$ cat src/rtl/fuse_pkg.sv
package fuse_pkg;
  localparam int CTRL_ADDR = 'h040;
  localparam int KEY_ADDR  = 'h050;
  localparam int RES_ADDR  = 'h060;
  localparam int WIN_BASE  = 'h200;
  localparam logic [7:0] UNLOCK_CODE = 8'hAC;

  typedef enum logic [1:0] {OP_IDLE, OP_READ, OP_PROG} op_e;

  // factory content: every byte holds its own byte address
  function automatic logic [31:0] fuse_init(input int w);
    fuse_init = {8'(4*w+3), 8'(4*w+2), 8'(4*w+1), 8'(4*w)};
  endfunction
endpackage

$ cat src/rtl/fuse_array.sv
module fuse_array #(
  parameter int WORDS  = 64,
  parameter int DATA_W = 32,
  localparam int IDX_W = $clog2(WORDS)
) (
  input  logic              clk_i,
  input  logic              rst_ni,
  input  logic [IDX_W-1:0]  win_idx_i,
  output logic [DATA_W-1:0] win_data_o,
  input  logic [IDX_W-1:0]  seq_idx_i,
  output logic [DATA_W-1:0] seq_data_o,
  input  logic              pg_en_i,
  input  logic [DATA_W-1:0] pg_data_i
);
  logic [DATA_W-1:0] mem_q [WORDS];

  for (genvar w = 0; w < WORDS; w++) begin : g_word
    always_ff @(posedge clk_i or negedge rst_ni) begin
      if (!rst_ni)                                  mem_q[w] <= DATA_W'(fuse_pkg::fuse_init(w));
      else if (pg_en_i && seq_idx_i == IDX_W'(w))   mem_q[w] <= mem_q[w] | pg_data_i;
    end

    AST_FUSE_MONOTONIC: assert property (@(posedge clk_i) disable iff (!rst_ni)
      (mem_q[w] & $past(mem_q[w])) == $past(mem_q[w]));
  end

  assign win_data_o = mem_q[win_idx_i];
  assign seq_data_o = mem_q[seq_idx_i];
endmodule

$ cat src/rtl/fuse_seq.sv
module fuse_seq
  import fuse_pkg::*;
#(
  parameter int RD_LAT = 8,
  parameter int PG_LAT = 16,
  parameter int IDX_W  = 6,
  parameter int DATA_W = 32,
  localparam int MAX_LAT = (RD_LAT > PG_LAT) ? RD_LAT : PG_LAT,
  localparam int CNT_W   = (MAX_LAT > 1) ? $clog2(MAX_LAT) : 1
) (
  input  logic              clk_i,
  input  logic              rst_ni,
  input  logic              start_rd_i,
  input  logic              start_pg_i,
  input  logic [IDX_W-1:0]  idx_i,
  input  logic [DATA_W-1:0] key_data_i,
  input  logic [DATA_W-1:0] arr_data_i,
  output logic [IDX_W-1:0]  idx_o,
  output logic              pg_en_o,
  output logic [DATA_W-1:0] pg_data_o,
  output logic [DATA_W-1:0] res_o,
  output logic              rd_busy_o,
  output logic              pg_busy_o
);
  op_e               op_q;
  logic [CNT_W-1:0]  cnt_q;
  logic [IDX_W-1:0]  idx_q;
  logic [DATA_W-1:0] pd_q, res_q;

  always_ff @(posedge clk_i or negedge rst_ni) begin
    if (!rst_ni) begin
      op_q  <= OP_IDLE;
      cnt_q <= '0;
      idx_q <= '0;
      pd_q  <= '0;
      res_q <= '0;
    end else if (op_q == OP_IDLE) begin
      if (start_rd_i) begin
        op_q  <= OP_READ;
        cnt_q <= CNT_W'(RD_LAT - 1);
        idx_q <= idx_i;
      end else if (start_pg_i) begin
        op_q  <= OP_PROG;
        cnt_q <= CNT_W'(PG_LAT - 1);
        idx_q <= idx_i;
        pd_q  <= key_data_i;
      end
    end else if (cnt_q == '0) begin
      if (op_q == OP_READ) res_q <= arr_data_i;
      op_q <= OP_IDLE;
    end else begin
      cnt_q <= cnt_q - 1'b1;
    end
  end

  assign idx_o     = idx_q;
  assign pg_en_o   = (op_q == OP_PROG) && (cnt_q == '0);
  assign pg_data_o = pd_q;
  assign res_o     = res_q;
  assign rd_busy_o = (op_q == OP_READ);
  assign pg_busy_o = (op_q == OP_PROG);

  AST_RD_CNT_BOUND: assert property (@(posedge clk_i) disable iff (!rst_ni)
    (op_q == OP_READ) |-> (int'(cnt_q) < RD_LAT));
  AST_RD_RESULT: assert property (@(posedge clk_i) disable iff (!rst_ni)
    (op_q == OP_READ && cnt_q == '0) |=> (op_q == OP_IDLE && res_q == $past(arr_data_i)));
  AST_RES_HOLD: assert property (@(posedge clk_i) disable iff (!rst_ni)
    (op_q != OP_READ) |=> $stable(res_q));
endmodule

$ cat src/rtl/fuse_rd_ctrl.sv
module fuse_rd_ctrl
  import fuse_pkg::*;
#(
  parameter int ADDR_W    = 12,
  parameter int DATA_W    = 32,
  parameter int WORDS     = 64,
  parameter int PUB_WORDS = 48,
  parameter int RD_LAT    = 8,
  parameter int PG_LAT    = 16,
  localparam int IDX_W    = $clog2(WORDS),
  localparam int WIN_SPAN = 4 * WORDS
) (
  input  logic              clk_i,
  input  logic              rst_ni,
  input  logic              req_valid_i,
  output logic              req_ready_o,
  input  logic              req_we_i,
  input  logic [ADDR_W-1:0] req_addr_i,
  input  logic [DATA_W-1:0] req_wdata_i,
  output logic              rsp_valid_o,
  output logic [DATA_W-1:0] rsp_rdata_o
);
  logic              is_wr, is_rd, busy, key_ok, ctrl_wr, ctrl_take;
  logic              hit_ctrl, hit_key, hit_res, hit_win, mapped;
  logic [ADDR_W-1:0] win_rel;
  logic [IDX_W-1:0]  win_idx;
  logic [7:0]        off_q, code_q;
  logic [DATA_W-1:0] key_data_q, win_data, seq_data, pg_data, res, rd_mux;
  logic [IDX_W-1:0]  seq_idx;
  logic              pg_en, rd_busy, pg_busy, start_rd, start_pg;
  logic              rsp_valid_q;
  logic [DATA_W-1:0] rsp_rdata_q;

  assign req_ready_o = 1'b1;
  assign is_wr = req_valid_i && req_we_i;
  assign is_rd = req_valid_i && !req_we_i;

  assign hit_ctrl = (req_addr_i == ADDR_W'(CTRL_ADDR));
  assign hit_key  = (req_addr_i == ADDR_W'(KEY_ADDR));
  assign hit_res  = (req_addr_i == ADDR_W'(RES_ADDR));
  assign win_rel  = req_addr_i - ADDR_W'(WIN_BASE);
  assign hit_win  = (req_addr_i >= ADDR_W'(WIN_BASE)) && (win_rel < ADDR_W'(WIN_SPAN))
                    && (win_rel[1:0] == 2'b00);
  assign win_idx  = win_rel[IDX_W+1:2];
  assign mapped   = hit_ctrl || hit_key || hit_res || hit_win;

  assign busy      = rd_busy || pg_busy;
  assign key_ok    = (req_wdata_i[15:8] == UNLOCK_CODE);
  assign ctrl_wr   = is_wr && hit_ctrl;
  assign ctrl_take = ctrl_wr && key_ok && !busy;
  assign start_rd  = ctrl_take && req_wdata_i[1];
  assign start_pg  = ctrl_take && req_wdata_i[0] && !req_wdata_i[1];

  always_ff @(posedge clk_i or negedge rst_ni) begin
    if (!rst_ni) begin
      off_q      <= '0;
      code_q     <= '0;
      key_data_q <= '0;
    end else begin
      if (ctrl_take) begin
        off_q  <= req_wdata_i[23:16];
        code_q <= req_wdata_i[15:8];
      end
      if (is_wr && hit_key) key_data_q <= req_wdata_i;
    end
  end

  fuse_array #(.WORDS(WORDS), .DATA_W(DATA_W)) u_array (
    .clk_i      (clk_i),
    .rst_ni     (rst_ni),
    .win_idx_i  (win_idx),
    .win_data_o (win_data),
    .seq_idx_i  (seq_idx),
    .seq_data_o (seq_data),
    .pg_en_i    (pg_en),
    .pg_data_i  (pg_data)
  );

  fuse_seq #(.RD_LAT(RD_LAT), .PG_LAT(PG_LAT), .IDX_W(IDX_W), .DATA_W(DATA_W)) u_seq (
    .clk_i      (clk_i),
    .rst_ni     (rst_ni),
    .start_rd_i (start_rd),
    .start_pg_i (start_pg),
    .idx_i      (req_wdata_i[18+IDX_W-1:18]),
    .key_data_i (key_data_q),
    .arr_data_i (seq_data),
    .idx_o      (seq_idx),
    .pg_en_o    (pg_en),
    .pg_data_o  (pg_data),
    .res_o      (res),
    .rd_busy_o  (rd_busy),
    .pg_busy_o  (pg_busy)
  );

  always_comb begin
    rd_mux = '0;
    if (hit_ctrl)     rd_mux = DATA_W'({8'h00, off_q, code_q, 6'b0, rd_busy, pg_busy});
    else if (hit_key) rd_mux = key_data_q;
    else if (hit_res) rd_mux = res;
    else if (hit_win && (int'(win_idx) < PUB_WORDS)) rd_mux = win_data;
  end

  always_ff @(posedge clk_i or negedge rst_ni) begin
    if (!rst_ni) begin
      rsp_valid_q <= 1'b0;
      rsp_rdata_q <= '0;
    end else begin
      rsp_valid_q <= is_rd;
      rsp_rdata_q <= is_rd ? rd_mux : '0;
    end
  end

  assign rsp_valid_o = rsp_valid_q;
  assign rsp_rdata_o = rsp_rdata_q;

  AST_START_NEEDS_KEY: assert property (@(posedge clk_i) disable iff (!rst_ni)
    $rose(busy) |-> $past(ctrl_wr && key_ok));
  AST_BUSY_FREEZE: assert property (@(posedge clk_i) disable iff (!rst_ni)
    (ctrl_wr && busy) |=> ($stable(off_q) && $stable(code_q)));
  AST_ONE_OP: assert property (@(posedge clk_i) disable iff (!rst_ni)
    !(rd_busy && pg_busy));
  AST_UNMAPPED_ZERO: assert property (@(posedge clk_i) disable iff (!rst_ni)
    (is_rd && !mapped) |=> (rsp_rdata_o == '0));
  AST_RSP_TIMING: assert property (@(posedge clk_i) disable iff (!rst_ni)
    is_rd |=> rsp_valid_o);
  AST_NO_WR_RSP: assert property (@(posedge clk_i) disable iff (!rst_ni)
    !req_valid_i |=> !rsp_valid_o);
endmodule

$ cat config.mk
export PLATFORM = sky130hd
export DESIGN_NAME = fuse_rd_ctrl
export DESIGN_NICKNAME = d
export VERILOG_FILES = /design/src/rtl/fuse_pkg.sv /design/src/rtl/fuse_array.sv /design/src/rtl/fuse_seq.sv /design/src/rtl/fuse_rd_ctrl.sv
export SDC_FILE = /design/constraint.sdc
export NUM_CORES = 2
export LEC_CHECK = 0
export BUFFER_PORTS_ARGS = -buffer_cell sky130_fd_sc_hd__clkbuf_2
export CORE_ASPECT_RATIO = 0.9
export CORE_UTILIZATION = 50
export DETAILED_ROUTE_END_ITERATION = 8
export PLACE_DENSITY = 0.62
export SETUP_SLACK_MARGIN = 0.3
export SYNTH_ARGS = -nofsm -noshare
export SYNTH_HDL_FRONTEND = slang
export SYNTH_SLANG_ARGS = --single-unit
$ cat constraint.sdc
create_clock -name clk_i -period 6 [get_ports clk_i]
set_clock_uncertainty 0.15 [all_clocks]
set_input_delay 0.6 -clock clk_i [delete_from_list [all_inputs] [get_ports clk_i]]
set_output_delay 0.6 -clock clk_i [all_outputs]
set_load 0.02 [all_outputs]
# Yosys cells after proc, flatten, opt, wreduce, memory -nomap -nowiden
# Cells that the tools add are included.
[totals] ff_bits=2205 out_inout_bits=34 word_cells=333
[op_classes] add_sub_neg=2 n_lt_le_gt_ge=5 eq_ne=71 n_mux=21 bitwise=68 reduce_logical=92
[ops] cell="32-bit bitwise OR" count=64
[ops] cell="32-bit binary-select mux with 6-bit select" count=2
[ops] cell="32-bit two-way mux" count=9
[ops] cell="6-bit equality test (second input constant)" count=32
[ops] cell="6-bit by 5-bit equality test with 1-bit output (second input constant)" count=16
[ops] cell="1-bit logical AND" count=77
[ops] cell="6-bit by 4-bit equality test with 1-bit output (second input constant)" count=8
[ops] cell="12-bit by 7-bit equality test with 1-bit output (second input constant)" count=3
[ops] cell="6-bit by 3-bit equality test with 1-bit output (second input constant)" count=4
[ops] cell="4-bit two-way mux" count=4
[ops] cell="7-bit >= comparator (second input constant)" count=2
[ops] cell="6-bit inverter with 7-bit output" count=2
[ops] cell="6-bit by 2-bit equality test with 1-bit output (second input constant)" count=2
[ops] cell="12-bit by 10-bit >= comparator with 1-bit output (second input constant)" count=1
[ops] cell="12-bit by 9-bit < comparator with 1-bit output (second input constant)" count=1
[ops] cell="6-bit two-way mux" count=2
[ops] cell="12-bit by 10-bit subtractor with 12-bit output (second input constant)" count=1
[ops] cell="8-bit equality test (second input constant)" count=1
[ops] cell="2-bit two-way mux" count=4
[ops] cell="6-bit by 1-bit equality test with 1-bit output (second input constant)" count=1
[ops] cell="6-bit zero test" count=1
[ops] cell="6-bit < comparator (second input constant)" count=1
[ops] cell="2-bit AND reduction" count=3
[ops] cell="3-bit AND reduction" count=2
[ops] cell="11 further kinds" count=16

# Longest topological paths before layout
[depth] word_depth=10 mapped_depth=12

# Hierarchy
# A second synthesis with hierarchy kept.
[unflattened] hier_cells=7502 hier_area_um2=108191.3
[by_module_without_submodules] module="fuse_array" n_inst=1 cells_each=6968 area_per_inst_um2=101273.4 seq_area_each_um2=52530.4
[by_module_without_submodules] module="fuse_rd_ctrl" n_inst=1 cells_each=351 area_per_inst_um2=3816.2 seq_area_each_um2=2026.9
[by_module_without_submodules] module="fuse_seq" n_inst=1 cells_each=183 area_per_inst_um2=3101.7 seq_area_each_um2=1901.8

# Worst setup path before layout
# OpenSTA, ideal clock, no wires.
[synth_timing] path_type="input to register" startpoint="input port req_addr_i[2]" endpoint="register rsp_rdata_q[13] (netlist: rsp_rdata_o[13])" t_arrival_ps=2540 t_required_ps=5714 slack_ps=3174 stages=8 path_buffers=4 path_cell_list="buf_4 -> buf_6 -> buf_6 -> buf_2 -> mux4_2 -> mux4_2 -> o22ai_1 -> o41ai_1"
[synth_via] elab_chain_len=10 elab_cells_between_ends=19 classes_between="add/sub (1); order compare (3); eq/ne (3); mux (8); bitwise (1); reduce/logical (3)"
[synth_lines] item="from (decl)" line_no="fuse_rd_ctrl.sv:18" text="input logic [ADDR_W-1:0] req_addr_i,"
[synth_lines] item="12-bit by 10-bit subtractor with 12-bit output" line_no="fuse_rd_ctrl.sv:41" text="assign win_rel = req_addr_i - ADDR_W'(WIN_BASE);"
[synth_lines] item="6-bit inverter with 7-bit output (not written as such) or 12-bit by 9-bit < comparator with 1-bit output (tied branches)" line_no="fuse_array.sv:27, fuse_rd_ctrl.sv:42"
[synth_lines] item="32-bit binary-select mux with 6-bit select or 1-bit logical AND (tied branches)" line_no="fuse_array.sv:27, fuse_rd_ctrl.sv:42"
[synth_lines] item="32-bit two-way mux (not written as such) or 1-bit logical AND (tied branches)" line_no="fuse_array.sv:27, fuse_rd_ctrl.sv:43"
[synth_lines] item="32-bit two-way mux (not written as such) or 1-bit logical AND (tied branches)" line_no="fuse_array.sv:27, fuse_rd_ctrl.sv:100"
[synth_lines] item="32-bit two-way mux" line_no="fuse_rd_ctrl.sv:100" text="else if (hit_win && (int'(win_idx) < PUB_WORDS)) rd_mux = win_data;"
[synth_lines] item="32-bit two-way mux" line_no="fuse_rd_ctrl.sv:99" text="else if (hit_res) rd_mux = res;"
[synth_lines] item="32-bit two-way mux" line_no="fuse_rd_ctrl.sv:98" text="else if (hit_key) rd_mux = key_data_q;"
[synth_lines] item="32-bit two-way mux *" line_no="fuse_rd_ctrl.sv:97" text="if (hit_ctrl) rd_mux = DATA_W'({8'h00, off_q, code_q, 6'b0, rd_busy, pg_busy});"
[synth_lines] item="32-bit two-way mux *" line_no="fuse_rd_ctrl.sv:109" text="rsp_rdata_q <= is_rd ? rd_mux : '0;"
[synth_lines] item="to (signal assigned)" line_no="fuse_rd_ctrl.sv:109"
[synth_lines] item="to (decl)" line_no="fuse_rd_ctrl.sv:32" text="logic [DATA_W-1:0] rsp_rdata_q;"
# Mark *: on every way between the ends. The rest lies on a longest branch, timed or not. The select of a mux whose other input is x is not followed.
# A chain may end at the register's enable or synchronous reset.

# Worst setup path after layout
[layout_timing] startpoint="register u_seq.cnt_q[0]" endpoint="register u_array.mem_q[1445] (netlist name)"
[layout_via] elab_chain_len=3
[layout_lines] item="from (decl)" line_no="fuse_seq.sv:26" text="logic [CNT_W-1:0] cnt_q;"
[layout_lines] item="from (signal assigned)" line_no="fuse_seq.sv:40" text="cnt_q <= CNT_W'(RD_LAT - 1);"
[layout_lines] item="from (signal assigned)" line_no="fuse_seq.sv:44" text="cnt_q <= CNT_W'(PG_LAT - 1);"
[layout_lines] item="from (signal assigned)" line_no="fuse_seq.sv:52" text="cnt_q <= cnt_q - 1'b1;"
[layout_lines] item="4-bit zero test" line_no="fuse_seq.sv:57" text="assign pg_en_o = (op_q == OP_PROG) && (cnt_q == '0);"
[layout_lines] item="1-bit logical AND" line_no="fuse_seq.sv:57"
[layout_lines] item="1-bit logical AND" line_no="fuse_array.sv:20" text="else if (pg_en_i && seq_idx_i == IDX_W'(w)) mem_q[w] <= mem_q[w] | pg_data_i;"
[layout_lines] item="to (signal, indexed assignment)" line_no="fuse_array.sv:19" text="if (!rst_ni) mem_q[w] <= DATA_W'(fuse_pkg::fuse_init(w));"
[layout_lines] item="to (signal, indexed assignment)" line_no="fuse_array.sv:20"
[layout_lines] item="to (decl)" line_no="fuse_array.sv:15" text="logic [DATA_W-1:0] mem_q [WORDS];"
# No other way between the ends.

==> summary.md <==
| Metric | Value |
|---|---|
| Syn Area/Cell | 14.4 sq um |
| Final hold violation count | 0 |
| Synth Register Bits | 2205 |
| All-layer global routing usage | 36.3% |
| I/O pins | 82 |
| Maxcap violations | 0 |
| Sum Neg Setup Slack | 0 ns |
| Number of hold buffers added after cts | 33 |
| Status | completed |
| Top delay family on crit path | simple AND/OR/NAND/NOR gates |
| Fin crit share | 68.3% |
| Maximum vdd drop | 0.321 mV |
| Routed Antenna Nets | 0 |
| First-pass GRT wire length | 554000 um |
| Die area | 0.216 sq mm |
| Worst Hold Slack | 0.0431 ns |
| Clk sinks | 2205 |
| Layout cell share with drive strength beyond 1 | 39.1% |
| Post-synth EDFFs | 0 |
| Worst-Margin Slew | 1.48 ns |
| Post-CTS Setup Inserts | 0 |
| RD Place Congestion | 0.918 |
| Max stage delay on crit path | 1.21 ns |
| Initial antenna violation count | 22 |
| Commonest non-fill, non-tap cell in the layout | a21o_1 |
| Crit path buf inv count | 2 |
| Post-synth ARST share | 100% |
| Startpoint class of the critical path | flip-flop |
| Residual DRC | 0 |
| Setup crit end kind | flip-flop |
| CP required | 6.64 ns |
| Clock root buffer | clkbuf_16 |
| Worst endpoint data arrival time | 4.74 ns |
| Min-Delay Path Class | in -> async |
| Pleak | 64.0 nW |
| Post-CTS resize count | 0 |
| Netlist Area Pre-Place | 0.107 sq mm |
| H-Tree Depth | 4 |
| Power density cells | 258 mW/mm^2 |
| Dpl ws | 1.86 ns |
| Worst-case clock buffer depth | 3 |
| Layout area overhead | 11.3% |
| FF-to-FF path depth | 9 |
| GR Overflow Total | 0 |
| CTS Buf Count | 228 |
| CTS tree | yes |
| Critical-path cell list | inv_1 > ha_1 > nor2b_1 > nand3b_1 > nor3_1 > nand2_1 > nor2_4 > buf_4 > a21o_1 |
| Height of the die | 441 um |
| Drt pass-1 iters | 7 |
| Fmax achieved | 0.244 GHz |
| Distinct cells, synth | 66 |
| Vias in the first global route | 72.7k |
| R2r setup slk | 1.90 ns |
| Most frequent cells in the layout | a21o_1 (2049), dfrtp_1 (1143), dfstp_2 (1024) |
| Via count of the routed design | 73.2k |
| Layout filler cell count | 17.1k |
| RR Startpoint | u_seq.cnt_q[0] |
| Worst skew pair latency | 0.90 ns |
| Sequential area share after synthesis | 52.8% |
| Footprint of the multi-input gates | 0.0476 sq mm |
| Synth Warn # | 0 |
| Fin crit period | 4.10 ns |
| Crit-path slowest cell | nor2_4 |
| Net Count, Synth | 7501 |
| Top_reg_cell synth | dfrtp_1 |
| Crit-path max FO | 18 |
| Seq. cell area | 0.0565 sq mm |
| Avg WL per Cell | 37.5 um |
| Buffers on Ports | 80 |
| Final worst setup slack | 1.90 ns |
| Pin count of the biggest net entering global routing | 193 |
| Unrepaired setup endpoints after global routing | false |
| Routed wire length | 386000 um |
| Crit Path Class | reg -> reg |
| Floorplan row count | 160 |
| Slew margin rel. | 1.34% |
| Die W | 489 um |
| Core Area | 0.212 sq mm |
| Critical path depth | 9 |
| Initial core utilization | 50.5% |
| Fin nets | 7316 |
| Max-slew violation count | 0 |
| Number of DRC markers in iteration 0 | 10.2k |
| Vias/cell | 7.10 |
| Synth Instances | 7448 |
| Post-DP HPWL | 236000 um |
| Clock Pin Slew Worst Setup and Hold Paths | 0.06 ns |
| Reg2reg end | u_array.mem_q[1445] |
| Endpoints failing setup | 0 |
-- through the flow --
| stage | instances | total power [mW] | area, sq um | util, % |
|---|---|---|---|---|
| after floorplan | 7448 | 15.5 | 107000 | - |
| after global placement | 9835 | 16.1 | 111000 | 52.4 |
| after detailed placement | 9835 | 16.1 | 111000 | 52.4 |
| after CTS | 10300 | 30.9 | 119000 | 56.2 |
| after global routing | 10300 | 31.6 | 119000 | 56.2 |
| final | 10300 | 30.8 | 119000 | 56.2 |
-- cell type report --
cell class	instances	share of cell area (%)
timing repair buffer	371	2.92
tap	2835	2.98
clock buffer	365	5.83
multi-input combinational	4434	40.0
clock inverter	70	0.726
antenna	6	0.0126
inverter	23	0.0725
sequential	2205	47.5
-- how the worst max path moves through the flow --
stage                   startpoint                  end  slack (ns)
floorplan            req_addr_i[2]      rsp_rdata_o[13]        3.17
global placement     req_addr_i[2]       rsp_rdata_o[2]        1.86
detailed placement   req_addr_i[2]       rsp_rdata_o[2]        1.86
CTS                 u_seq.cnt_q[0]  u_array.mem_q[1445]        2.10
global route        u_seq.cnt_q[0]  u_array.mem_q[1445]        1.89
finish              u_seq.cnt_q[0]  u_array.mem_q[1445]        1.90
-- state kept, by name (all words and copies together) (netlist names) --
signal           count
u_seq.op_q           2
off_q                8
rsp_valid_o          1
u_array.mem_q     2048
rsp_rdata_o         32
u_seq.pg_data_o     32
u_seq.cnt_q          4
code_q               8
u_seq.idx_o          6
key_data_q          32
u_seq.res_o         32
-- worst reg2reg max path, cell delays in order (launching register included) --
cell      delay, ns
dfrtp_1        0.38
inv_1          0.08
ha_1           0.19
nor2b_1        0.22
nand3b_1       0.33
nor3_1         0.47
nand2_1        0.36
nor2_4         1.22
buf_4          0.44
a21o_1         0.18
-- synthesized netlist by cell type, drive strengths merged (50+ instances only) --
cell | count | area, sq um
buf | 287 | 1510
a22oi | 82 | 616
mux4 | 933 | 21000
o211ai | 50 | 380
mux2i | 367 | 3670
nor2 | 161 | 607
a21o | 2049 | 15400
clkbuf | 499 | 1870
dfrtp | 1181 | 29600
mux2 | 120 | 1350
nor2b | 50 | 313
dfstp | 1024 | 26900
nand2 | 166 | 623
a21oi | 86 | 430
-- where the power goes --
group | switching [mW] | total, mW | internal, mW
clock network | 6.27 | 14.9 | 8.59
registers | 0.00154 | 14.9 | 14.9
logic | 0.738 | 0.987 | 0.248
total | 7.01 | 30.8 | 23.7
-- layer usage --
metal	routed length (um)	global-route usage, %	vias up
li1	-	-	28100
met3	43400	9.57	936
met1	154000	51.8	39800
met2	168000	51.6	4321
met5	87	0	-
met4	20500	17.5	12
-- kinds of logic after synthesis --
group,after synthesis,synth area share (%)
XOR/XNOR,1,0.00819
AND/OR/NAND/NOR,518,2.26
adder cells (fa/ha/maj),5,0.0585
multiplexers,1420,24.4
other,1,0.00351
AO/OA/AOI/OAI,2489,17.3
buffers and inverters,809,3.25
flip-flops,2205,52.8
No activity file was read; power rests on OpenSTA's default activity.
